[src/rtl/eeprom_prog_pkg.sv]
package eeprom_prog_pkg;
    typedef enum logic [1:0] {
        PK_WORD = 2'd0,
        PK_PAGE = 2'd1,
        PK_ALL  = 2'd2,
        PK_RSVD = 2'd3
    } prog_kind_e;

    typedef enum logic [1:0] {
        SQ_IDLE  = 2'd0,
        SQ_ARMED = 2'd1,
        SQ_COUNT = 2'd2,
        SQ_SWEEP = 2'd3
    } seq_state_e;
endpackage

[src/rtl/prog_timer.sv]
module prog_timer #(
    parameter int LIMIT = 250000
) (
    input  logic clk,
    input  logic rst_n,
    input  logic start,
    output logic expired
);
    localparam int TW = $clog2(LIMIT + 1);

    logic [TW-1:0] cnt_d, cnt_q;
    logic          run_d, run_q;

    always_comb begin
        cnt_d   = cnt_q;
        run_d   = run_q;
        expired = run_q && (cnt_q == TW'(LIMIT - 1));
        if (start) begin
            cnt_d = '0;
            run_d = 1'b1;
        end else if (expired) begin
            run_d = 1'b0;
        end else if (run_q) begin
            cnt_d = cnt_q + 1'b1;
        end
    end

    always_ff @(posedge clk) begin
        if (!rst_n) begin
            cnt_q <= '0;
            run_q <= 1'b0;
        end else begin
            cnt_q <= cnt_d;
            run_q <= run_d;
        end
    end

    // the running count never passes the programmed interval
    p_count_bound_r3: assert property (@(posedge clk) disable iff (!rst_n)
        run_q |-> (cnt_q < TW'(LIMIT)));
endmodule

[src/rtl/cs_gap_check.sv]
module cs_gap_check #(
    parameter int MIN_LOW = 3
) (
    input  logic clk,
    input  logic rst_n,
    input  logic cs,
    output logic err
);
    localparam int GW = $clog2(MIN_LOW + 1);

    logic [GW-1:0] low_d, low_q;
    logic          cs_q;
    logic          err_d, err_q;

    always_comb begin
        if (cs)
            low_d = '0;
        else if (low_q == GW'(MIN_LOW))
            low_d = low_q;
        else
            low_d = low_q + 1'b1;
        err_d = cs && !cs_q && (low_q < GW'(MIN_LOW));
    end

    always_ff @(posedge clk) begin
        if (!rst_n) begin
            low_q <= GW'(MIN_LOW);
            cs_q  <= 1'b0;
            err_q <= 1'b0;
        end else begin
            low_q <= low_d;
            cs_q  <= cs;
            err_q <= err_d;
        end
    end

    assign err = err_q;

    // an error pulse only follows a rising chip select
    p_err_after_rise_r12: assert property (@(posedge clk) disable iff (!rst_n)
        err_q |-> cs_q);
endmodule

[src/rtl/prog_array.sv]
module prog_array #(
    parameter int DW    = 16,
    parameter int WORDS = 64
) (
    input  logic                     clk,
    input  logic                     we,
    input  logic [$clog2(WORDS)-1:0] waddr,
    input  logic [DW-1:0]            wdata,
    input  logic [$clog2(WORDS)-1:0] raddr,
    output logic [DW-1:0]            rdata
);
    logic [DW-1:0] mem [WORDS];

    always_ff @(posedge clk) begin
        if (we)
            mem[waddr] <= wdata;
    end

    assign rdata = mem[raddr];
endmodule

[src/rtl/eeprom_prog_seq.sv]
module eeprom_prog_seq
    import eeprom_prog_pkg::*;
#(
    parameter int DW          = 16,
    parameter int WORDS       = 64,
    parameter int PAGE        = 4,
    parameter int PROG_CYCLES = 250000,
    parameter int CS_LOW_MIN  = 3
) (
    input  logic                     clk,
    input  logic                     rst_n,
    input  logic                     cs,
    input  logic                     sk_rise,
    input  logic                     start_bit,
    input  logic                     frame_done,
    input  logic [1:0]               frame_kind,
    input  logic [$clog2(WORDS)-1:0] frame_addr,
    input  logic [DW-1:0]            frame_data,
    input  logic [PAGE-1:0]          pg_mask,
    output logic [$clog2(PAGE)-1:0]  pg_idx,
    input  logic [DW-1:0]            pg_data,
    input  logic [$clog2(WORDS)-1:0] rd_addr,
    output logic [DW-1:0]            rd_data,
    output logic                     busy,
    output logic                     do_val,
    output logic                     do_oe,
    output logic                     cs_gap_err
);
    localparam int AW = $clog2(WORDS);
    localparam int PW = $clog2(PAGE);

    typedef struct packed {
        seq_state_e    st;
        prog_kind_e    kind;
        logic [AW-1:0] addr;
        logic [DW-1:0] data;
        logic [AW-1:0] sweep;
        logic          ready;
        logic          cs;
    } regs_t;

    regs_t         r_d, r_q;
    logic          tmr_start, tmr_expired;
    logic          cs_fall;
    logic          wr_en, sweep_last;
    logic [AW-1:0] wr_addr;
    logic [DW-1:0] wr_data;
    logic [PW-1:0] slot;

    assign slot = r_q.sweep[PW-1:0];

    always_comb begin
        r_d        = r_q;
        r_d.cs     = cs;
        cs_fall    = r_q.cs && !cs;
        tmr_start  = 1'b0;
        wr_en      = 1'b0;
        wr_addr    = r_q.addr;
        wr_data    = r_q.data;
        sweep_last = 1'b1;

        unique case (r_q.kind)
            PK_PAGE: begin
                wr_addr    = {r_q.addr[AW-1:PW], slot};
                wr_data    = pg_data;
                sweep_last = &slot;
            end
            PK_ALL: begin
                wr_addr    = r_q.sweep;
                sweep_last = &r_q.sweep;
            end
            default: ;
        endcase

        unique case (r_q.st)
            SQ_IDLE: begin
                if (start_bit)
                    r_d.ready = 1'b0;
                if (frame_done) begin
                    r_d.st    = SQ_ARMED;
                    r_d.kind  = prog_kind_e'(frame_kind);
                    r_d.addr  = frame_addr;
                    r_d.data  = frame_data;
                    r_d.ready = 1'b0;
                end
            end
            SQ_ARMED: begin
                if (sk_rise) begin
                    r_d.st = SQ_IDLE;
                end else if (cs_fall) begin
                    r_d.st    = SQ_COUNT;
                    tmr_start = 1'b1;
                end
            end
            SQ_COUNT: begin
                if (tmr_expired) begin
                    r_d.st    = SQ_SWEEP;
                    r_d.sweep = '0;
                end
            end
            SQ_SWEEP: begin
                wr_en = (r_q.kind == PK_PAGE) ? pg_mask[slot] : 1'b1;
                if (sweep_last) begin
                    r_d.st    = SQ_IDLE;
                    r_d.ready = 1'b1;
                end else begin
                    r_d.sweep = r_q.sweep + 1'b1;
                end
            end
            default: r_d.st = SQ_IDLE;
        endcase
    end

    always_ff @(posedge clk) begin
        if (!rst_n) begin
            r_q.st    <= SQ_IDLE;
            r_q.kind  <= PK_WORD;
            r_q.addr  <= '0;
            r_q.data  <= '0;
            r_q.sweep <= '0;
            r_q.ready <= 1'b0;
            r_q.cs    <= 1'b0;
        end else begin
            r_q <= r_d;
        end
    end

    prog_timer #(.LIMIT(PROG_CYCLES)) u_timer (
        .clk     (clk),
        .rst_n   (rst_n),
        .start   (tmr_start),
        .expired (tmr_expired)
    );

    cs_gap_check #(.MIN_LOW(CS_LOW_MIN)) u_gap (
        .clk   (clk),
        .rst_n (rst_n),
        .cs    (cs),
        .err   (cs_gap_err)
    );

    prog_array #(.DW(DW), .WORDS(WORDS)) u_array (
        .clk   (clk),
        .we    (wr_en),
        .waddr (wr_addr),
        .wdata (wr_data),
        .raddr (rd_addr),
        .rdata (rd_data)
    );

    assign pg_idx = slot;
    assign busy   = (r_q.st == SQ_COUNT) || (r_q.st == SQ_SWEEP);
    assign do_oe  = cs && (busy || r_q.ready);
    assign do_val = !busy;

    // a chip-select fall while armed launches the cycle
    p_arm_fire_r1: assert property (@(posedge clk) disable iff (!rst_n)
        (r_q.st == SQ_ARMED && cs_fall && !sk_rise) |=> busy);

    // a serial clock rise while armed drops the cycle
    p_cancel_r2: assert property (@(posedge clk) disable iff (!rst_n)
        (r_q.st == SQ_ARMED && sk_rise) |=> (r_q.st == SQ_IDLE));

    // the ready report survives until a start bit or new frame
    p_ready_keep_r5: assert property (@(posedge clk) disable iff (!rst_n)
        (r_q.ready && !start_bit && !frame_done) |=> r_q.ready);

    // output released while chip select is low
    p_hiz_low_r6: assert property (@(posedge clk) disable iff (!rst_n)
        !cs |-> !do_oe);

    // nothing but the timer ends the counting phase
    p_hold_count_r11: assert property (@(posedge clk) disable iff (!rst_n)
        (r_q.st == SQ_COUNT && !tmr_expired) |=> (r_q.st == SQ_COUNT));

    // array writes happen only inside a busy cycle
    p_write_window_r9: assert property (@(posedge clk) disable iff (!rst_n)
        wr_en |-> busy);
endmodule

[config.mk]
export PLATFORM = sky130hd
export DESIGN_NAME = eeprom_prog_seq
export DESIGN_NICKNAME = d
export VERILOG_FILES = /design/src/rtl/eeprom_prog_pkg.sv /design/src/rtl/prog_timer.sv /design/src/rtl/cs_gap_check.sv /design/src/rtl/prog_array.sv /design/src/rtl/eeprom_prog_seq.sv
export SDC_FILE = /design/constraint.sdc
export NUM_CORES = 1
export LEC_CHECK = 0
export ABC_CLOCK_PERIOD_IN_PS = 8200
export BUFFER_PORTS_ARGS = -buffer_cell sky130_fd_sc_hd__buf_2
export CAP_MARGIN = 20
export CORE_MARGIN = 2
export CORE_UTILIZATION = 55
export CTS_BUF_LIST = sky130_fd_sc_hd__clkbuf_8
export DETAILED_ROUTE_END_ITERATION = 6
export PLACE_DENSITY_LB_ADDON = 0.2
export SYNTH_ARGS = -nofsm -noshare
export SYNTH_HDL_FRONTEND = slang
export SYNTH_SLANG_ARGS = --single-unit
[constraint.sdc]
create_clock -name clk -period 8.2 [get_ports clk]
set_input_delay 0 -clock clk [delete_from_list [all_inputs] [get_ports clk]]
set_output_delay 0 -clock clk [all_outputs]
set_load 0.05 [all_outputs]
# Word-level counts from Yosys, hierarchy flattened

Memory sizes are Yosys's and may differ from the RTL's.
Cells that the tools add are included.

Word-level logic and storage cells: 84
Memories kept: 1
Memory bits (writable): 1024
Input bits: 56
Flip-flop bits (word level): 56
Output and inout port bits: 22

Bitwise logic cells: 2
Multiplexer cells: 29
Magnitude comparators: 2
Reduce and logical (&&, ||, !) cells: 22
Eq/ne operators: 14
Add/subtract/negate cells: 3

Memory list:

| memory      | depth | bits a word | read ports | clocked after Yosys merged registers in | wr ports | RTL line         | source |
|---|---|---|---|---|---|---|---|
| u_array.mem | 64    | 16          | 1          | 0                                       | 1        | prog_array.sv:12 | `logic [DW-1:0] mem [WORDS];` |

Operator list:

| kind                  | count |
|---|---|
| $mux 26               | 1 |
| $pmux 6 s2            | 2 |
| $add 18x1->18 const B | 1 |
| $eq 18x18->1 const B  | 1 |
| $mux 16               | 1 |
| $mux 1                | 13 |
| $mux 2                | 6 |
| $mux 6                | 2 |
| $ne 2x2->1 const B    | 5 |
| $eq 2x2->1 const B    | 4 |
| $pmux 2 s4            | 1 |
| $add 6x1->6 const B   | 1 |
| $ne 3x3->1 const B    | 2 |
| $reduce_and 2->1      | 3 |
| $reduce_and 3->1      | 2 |
| $reduce_and 6->1      | 1 |
| $reduce_bool 2->1     | 3 |
| $logic_and 1x1->1     | 5 |
| $eq 2x1->1 const B    | 2 |
| $pmux 1 s2            | 2 |
| $reduce_and 4->1      | 1 |
| $logic_not 1->1       | 3 |
| $lt 2x3->1 const B    | 1 |
| $add 2x1->2 const B   | 1 |
| other kinds (6)       | 8 |

# Depth between registers and ports, before layout

Gate-level depths: netlist (run 1).

Word-level depth: 6
Depth in mapped cells: 10
Depth with buffers taken out: 7

# Cells and area by module

From an unflattened synthesis (run 1), not the netlist that was laid out.

Cell total of the unflattened synthesis: 2148
Area total of the unflattened synthesis: 42590.8 um^2

By module, submodules not included:

| module          | cells an instance | area each (um^2) | sequential area each (um^2) | instances |
|---|---|---|---|---|
| prog_array      | 1813              | 39721.8          | 30749.5                     | 1 |
| eeprom_prog_seq | 209               | 1720.4           | 680.7                       | 1 |
| prog_timer      | 115               | 1008.5           | 380.4                       | 1 |
| cs_gap_check    | 11                | 140.1            | 80.1                        | 1 |

# Least setup slack after synthesis (run 1)

Ideal clock, no wire load.

Path type: reg2reg
From: reg r_q[30] (netlist bit)
To: mem u_array.mem[53][0] (enable)
Arrival time: 2.684 ns
Period minus slack after synthesis: 3.072 ns
Path buffers: 2
Library setup time: 0.389 ns
Cell stages (with the launch flop): 9
Setup slack: 5.128 ns
Data required time: 7.811 ns
Cells stage by stage: dfxtp_1 -> inv_1 -> ha_1 -> clkbuf_1 -> or2_2 -> clkbuf_1 -> a221oi_1 -> nand3_1 -> nor2_1

Cells in the longest elaborated chain, start to end: 5
Elaborated cells on any way between the ends: 7
Those cells by class: 2 x eq/ne; 5 x mux

Ends and longest elaborated chain:

| element                      | RTL line                                      | source |
|---|---|---|
| start, declared              | eeprom_prog_seq.sv:42                         | `regs_t r_d, r_q;` |
| start signal, assigned       | eeprom_prog_seq.sv:124                        | `r_q <= r_d;` |
| $eq 2x1->1                   | eeprom_prog_seq.sv:62, eeprom_prog_seq.sv:102 |  |
| $mux 1                       | eeprom_prog_seq.sv:102                        | `wr_en = (r_q.kind == PK_PAGE) ? pg_mask[slot] : 1'b1;` |
| $mux 1                       | eeprom_prog_seq.sv:75                         | `unique case (r_q.st)` |
| $mux 1                       | prog_array.sv:15                              | `if (we)` |
| $mux 1 (implied by the code) | prog_array.sv:16                              | `mem[waddr] <= wdata;` |
| end, declared                | prog_array.sv:12                              |  |

Parallel ways exist; a longest one is shown, timed or not.

# Worst setup path after layout (run 1)

From: reg r_q[31] (netlist bit)
To: mem u_array.mem[37][3] (enable)

Same word-level chain as after synthesis.

==> flow_summary.toml, run 1 <==
[outcome]
outcome = "complete, no violations"

[timing]
skew_ns = 0.04382
slew_violations = 0
setup_ws_ns = 4.428
fin_crit_sh_pct = 46.00
hold_violations = 0
fmax_mhz = 265.1
period_minus_slack_ns = 3.772
final-setup-viol-count = 0
rsz0062_at_grt = "false"
setup-tns-final_ns = 0
tightest_slew_ns = 1.017
slew_headroom_pct = 32.19

[synthesis]
synth_area_leaders = "edfxtp_1 (73%), mux4_2 (12%), dfxtp_1 (2.7%)"
yosysSeqAreaShare_pct = 75.62
yosysWarningCount = 0
yosys.cell_types.count = 58
synth_edf_count = 1024
synth_area_um2 = 42150
syn_area_per_cell_um2 = 20.00
synth_ff_type = "edfxtp_1"
yosysTopAreaCell = "edfxtp_1"
ys_seq_elements = 1080
synth.top_cell.area_share_pct = 72.96
synth_fp_nets = 2168
synthesis.instances = 2107
synthArstFlopShare_pct = 0

[routing]
vias = 22340
wl_per_cell_um = 28.46
ant_nets = 0
first_pass_iters = 7
drc_errors = 0
routed_wl_um = 101500
drt_iter0_drc = 2582
vias_per_cell = 6.262

[min_path]
hold_depth = 5
min_path_type = "input port to register"

[placed_design]
dp_hpwl_um = 55690
io_buffer_count = 77
post-place-ws_ns = 4.462
place.gp.congestion = 0.8176

[finish]
fillers = 5150
mostFrequentLayoutCells = "edfxtp_1 (1024), mux4_2 (231), clkbuf_8 (173), nand2_1 (114), dlygate4sd3_1 (97)"
nNetsFinal = 2480
regArea_um2 = 31870
final_common_cell = "edfxtp_1"
drive_gt1_share_pct = 26.35
multi_input_area_um2 = 9679
area_delta_synth_final_pct = 13.58

[worst_setup_path]
crit_path_end = "u_array.mem[37][3]"
regToRegStartpoint = "r_q[31]"
reg2reg_depth = 7
critPathTopFamily = "simple AND/OR/NAND/NOR gates"
cp.depth = 7
start_kind = "register"
rrSetupSlack_ns = 4.43
critPathBufInv = 2
crit_start = "r_q[31]"
criticalPathCategory = "register to register"
r2r_end = "u_array.mem[37][3]"
critPathRequiredTime_ns = 8.73
end_kind = "register"
worstPathMaxFanout = 21
cp.arrival_ns = 4.31
crit_chain = "inv_1 -> ha_1 -> o21ai_0 -> o21ai_0 -> nand3_1 -> nor2_1 -> buf_4"
slowest_stage = "nor2_1"
cpMostUsedCell = "o21ai_0"
critPathMaxStageDelay_ns = 0.73

[clock_network]
clk_pin_slew_worst_paths_ns = 0.07
cts_setup_buffers = 0
root_buffer = "clkbuf_8"
clock_latency_ns = 0.83
cts.sinks = 1080
cts_max_level = 4
cts_resized = 0
cts_tree = "done"
numCtsBuffers = 167
clockBufferDepth = 3

[pwr]
total_power_mw = 10.89
combPwrFrac_pct = 6.6
ir_drop_uv = 134.7
switching_share_pct = 23.17
p_switching_mw = 2.523
powerDensity_nw_per_um2 = 227.4
leakagePower_nw = 15.68
p_int_mw = 8.364
power_frac_seq_pct = 56.2
clockPowerShare_pct = 37.2

[die]
dieArea_um2 = 78860
core_region_area_um2 = 75950
ios = 78
initial_utilization_pct = 55.49
die-width_um = 280.8
rows = 101
die_y_um = 280.8

[grt]
grt_pass1_vias = 22360
antenna_found_initial = 3
grt_max_degree = 111
track_usage_pct = 26.18
grt_overflow_total = 0
grt_pass1_wl_um = 147500

[job]
drv_cap = 0
[power groups by stage]
| stage | Combinational, mW | Sequential [mW] | Clock, mW |
|---|---|---|---|
| final | 0.720 | 6.12 | 4.05 |
| after global routing | 0.761 | 6.12 | 4.35 |
| after CTS | 0.712 | 6.12 | 4.11 |
| after detailed placement | 0.673 | 6.24 | 0 |
| after global placement | 0.656 | 6.23 | 0 |
| after floorplan | 0.416 | 6.23 | 0 |
[cell usage after synthesis, types with 2 or more instances]
cell type,count
o21ai_1,8
inv_1,7
nor2b_1,21
nand3_1,21
nand2b_1,6
mux4_2,231
nand2_1,114
buf_4,29
a21o_1,2
nor2_1,84
mux2i_1,64
dfxtp_1,56
or4_1,4
o21a_1,3
a31o_2,4
and2_1,7
edfxtp_1,1024
and3_1,13
o22ai_1,31
nand4_1,5
a311oi_1,4
nand3b_1,2
o221ai_1,12
a21oi_1,47
a32oi_1,11
a22o_1,8
buf_2,26
o211ai_1,2
a22oi_1,32
o21ai_0,24
buf_1,11
ha_1,5
or3_1,10
nor3_1,4
o2111ai_1,4
a2111oi_0,4
o32ai_1,11
xor2_1,7
a211oi_1,13
and4_1,3
or2_2,4
mux2_2,62
o31ai_1,5
clkbuf_1,48
[worst register-to-register path, stage by stage (launching register included)]
cell     delay, ns
dfxtp_1       0.33
inv_1         0.06
ha_1          0.71
o21ai_0       0.27
o21ai_0       0.50
nand3_1       0.58
nor2_1        0.73
buf_4         0.30
[what timing repair did]
item / CTS / global route
endpoints found under the setup margin: 0 / 0
endpoints found under the hold margin: 54 / 0
hold buffers: 97 / 0
[stage by stage]
stage / cell area, um2 / utilization (%) / hold slack (ns) / instances
floorplan: 42150 / - / 0.1122 / 2107
finish: 47870 / 63.03 / 0.1235 / 3567
detailed placement: 43940 / 57.86 / 0.2460 / 3182
global route: 47870 / 63.03 / 0.1051 / 3567
global placement: 43940 / 57.86 / 0.2406 / 3182
CTS: 47860 / 63.01 / 0.02842 / 3564
[layout make-up]
class	count	share of cell area [%]
Antenna cell	2	0.01046
Clock buffer	173	4.974
Clock inverter	112	1.179
Inverter	8	0.06273
Multi-Input combinational cell	904	20.22
Sequential cell	1080	66.58
Tap cell	1030	2.692
Timing Repair Buffer	258	4.284
[per-layer routing]
metal,GRT usage (%),routed length (um)
met5,0,0
met1,37.87,42090
met2,40.35,48070
met3,6.027,9109
met4,7.706,2227
[cell families (layout without fill, tap and decap cells)]
kind of cell | Yosys count | after routing | share of synthesized area, %
compound gates | 231 | 231 | 3.779
mux | 357 | 357 | 15.52
buf+inv | 123 | 551 | 1.449
flops | 1080 | 1080 | 75.62
simple gates | 304 | 304 | 3.343
other cells | 0 | 2 | 0
fa+ha+maj | 5 | 5 | 0.1484
xor+xnor | 7 | 7 | 0.1455
[state kept, by name, indices dropped and copies added, names as in the netlist, named ones only]
| name | cells |
|---|---|
| r_q | 30 |
| pg_idx | 2 |
| u_array.mem | 1024 |
| u_gap.low_q | 2 |
| u_timer.run_q | 1 |
| u_timer.cnt_q | 18 |
| u_gap.err | 1 |
| u_gap.cs_q | 1 |
[how the worst min path moves through the flow]
| stage | from | end | slack [ns] |
|---|---|---|---|
| final | sk_rise | u_timer.run_q | 0.12 |
| after global routing | sk_rise | u_timer.run_q | 0.11 |
| after CTS | sk_rise | u_timer.run_q | 0.03 |
| after detailed placement | frame_data[14] | r_q[22] | 0.25 |
| after global placement | frame_data[1] | r_q[9] | 0.24 |
| after floorplan | cs | u_gap.low_q[0] | 0.11 |
(Power assumes the default switching activity.)
==> run 2, diff against run 1 <==
ABC_CLOCK_PERIOD_IN_PS = 3850   (was 8200)
clock period = 3.85 ns   (was 8.2 ns; I/O delays follow)
==> run 2 against run 1 <==
Compared with the run above: non-clock buffer count grew 33; die area is the same; register-to-register slack lost 4.3 ns; flip-flop and latch count is the same; clock skew shrank 0.0044 ns; hold slack gained 0.023 ns; worst setup slack lost 4.3 ns; cell count grew 1.2%; largest cell class unchanged; highest routed layer unchanged.
==> flow_summary.toml, run 2 (synthesized netlist as in run 1, its figures left out) <==
[outcome]
outcome = "complete, no violations"

[grt]
antenna_found_initial = 3
grt_pass1_vias = 22540
met1_usage_pct = 38.82
met3_usage_pct = 4.905
grt_overflow_total = 0
top_usage_layer = "met2"
grt_max_degree = 93
grt_pass1_wl_um = 149300
use_met2_pct = 41.34
track_usage_pct = 26.45

[finish]
nNetsFinal = 2515
fin_area_um2 = 48230
largest_reg_flops = 1024
final_common_cell = "edfxtp_1"
area_delta_synth_final_pct = 14.42
drive_gt1_share_pct = 27.57
mostFrequentLayoutCells = "edfxtp_1 (1024), mux4_2 (231), clkbuf_8 (173), buf_4 (117), nand2_1 (114)"
regMostFlops = "u_array.mem"
reg.largest.list = "u_array.mem: 1024 flops, r_q: 30 flops, u_timer.cnt_q: 18 flops"

[clock_network]
cts_tree = "done"
numCtsBuffers = 169
root_buffer = "clkbuf_8"
clock_latency_ns = 0.82
cts_resized = 0
cts.sinks = 1080
clk_pin_slew_worst_paths_ns = 0.06
cts_max_level = 4
clockBufferDepth = 3

[worst_setup_path]
criticalPathCategory = "register to register"
reg2reg_depth = 7
r2r_end = "u_array.mem[5][5]"
rrSetupSlack_ns = 0.14
worstPathMaxFanout = 16
start_kind = "register"
critPathRequiredTime_ns = 4.33
end_kind = "register"
regToRegStartpoint = "r_q[30]"
crit_start = "r_q[30]"
cp.arrival_ns = 4.19

[timing]
tightest_slew_ns = 1.375
setup_ws_ns = 0.1447
fin_crit_sh_pct = 96.24
fmax_mhz = 269.9
final-setup-viol-count = 0
setup-tns-final_ns = 0
skew_ns = 0.03939
slew_violations = 0
slew_headroom_pct = 8.318
hold_violations = 0
period_minus_slack_ns = 3.705
rsz0062_at_grt = "false"

[placed_design]
place_area_um2 = 44290
post-place-ws_ns = 0.2387
dp_hpwl_um = 60280
io_buffer_count = 77
place.gp.congestion = 0.9151

[die]
die-width_um = 280.8
core_region_area_um2 = 75950
ios = 78
initial_utilization_pct = 55.49
die_y_um = 280.8
dieArea_um2 = 78860
rows = 101

[routing]
vias_per_cell = 6.200
wl_per_cell_um = 28.18
routed_wl_um = 101700
first_pass_iters = 5
vias = 22380
drc_errors = 0
drt_iter0_drc = 2813
ant_nets = 0

[job]
drv_cap = 0

[pwr]
p_switching_mw = 5.424
leakagePower_nw = 15.92
powerDensity_nw_per_um2 = 485.6
switching_share_pct = 23.16
power_frac_seq_pct = 55.7
clockPowerShare_pct = 37.5
combPwrFrac_pct = 6.9
ir_drop_uv = 322.8
p_int_mw = 18.00

[min_path]
min_to = "u_array.mem[31][11]"
min_from = "pg_data[11]"
min_path_type = "input port to register"
hold_depth = 3
## run 2: changes by cell type in the layout (fill, tap and decap cells not counted), sizes merged
cell and delta:
clkinv +4, dlygate4sd3 -7, clkinvlp -1, bufinv +2
buf +40, inv +6, diode -1
## run 2: worst max-delay path: stages, from the launching register on
cell and delay (ns):
dfxtp_1 0.36, inv_1 0.06, ha_1 0.39, or2_2 0.38
a221oi_1 1.12, nand2_1 0.53, nor2_1 0.23, buf_4 0.31
## run 2: per-stage QoR
stage               hold WS, ns  power [mW]  utilization [%]  std cells
floorplan                0.1122       14.16                -       2107
global placement         0.2425       14.76            58.31       3223
detailed placement       0.2484       14.79            58.31       3223
CTS                     0.05040       23.56            63.49       3609
global route             0.1438       24.16            63.50       3610
finish                   0.1466       23.42            63.50       3610
## run 2: cell type report
cell class	instances	area, um2
Multi-Input combinational cell	904	9667
Clock buffer	173	2381
Tap cell	1030	1289
Antenna cell	1	2.502
Inverter	8	30.03
Sequential cell	1080	31870
Timing Repair Buffer	291	2331
Fill cell	5127	27720
Clock inverter	123	655.6
## run 2: how the worst max path moves through the flow
stage / end / slack, ns / cells past startpoint
after floorplan: u_array.mem[53][0] / 0.78 / 8
after global placement: u_array.mem[1][1] / 0.27 / 8
after detailed placement: u_array.mem[53][12] / 0.24 / 8
after CTS: u_array.mem[5][0] / 0.25 / 8
after global routing: u_array.mem[5][0] / 0.04 / 8
final: u_array.mem[5][5] / 0.14 / 7
## run 2: what timing repair did
action	CTS	global route
hold endpoints to repair	160	0
hold buffers	90	0
setup buffers	0	0
## run 2: layer usage
layer | share of wire [%] | vias to the layer above
met5 | 0 | -
met2 | 48 | 1065
li1 | - | 9426
met3 | 8.9 | 137
met1 | 41 | 11760
met4 | 2.0 | 0
## run 2: power by group through the flow
stage | Sequential, mW | Combinational (mW) | Clock [mW]
2_1_floorplan | 13.3 | 0.886 | 0
3_3_place_gp | 13.3 | 1.49 | 0
3_5_place_dp | 13.3 | 1.52 | 0
4_1_cts | 13.0 | 1.59 | 8.94
5_1_grt | 13.0 | 1.69 | 9.44
6_report | 13.0 | 1.61 | 8.77
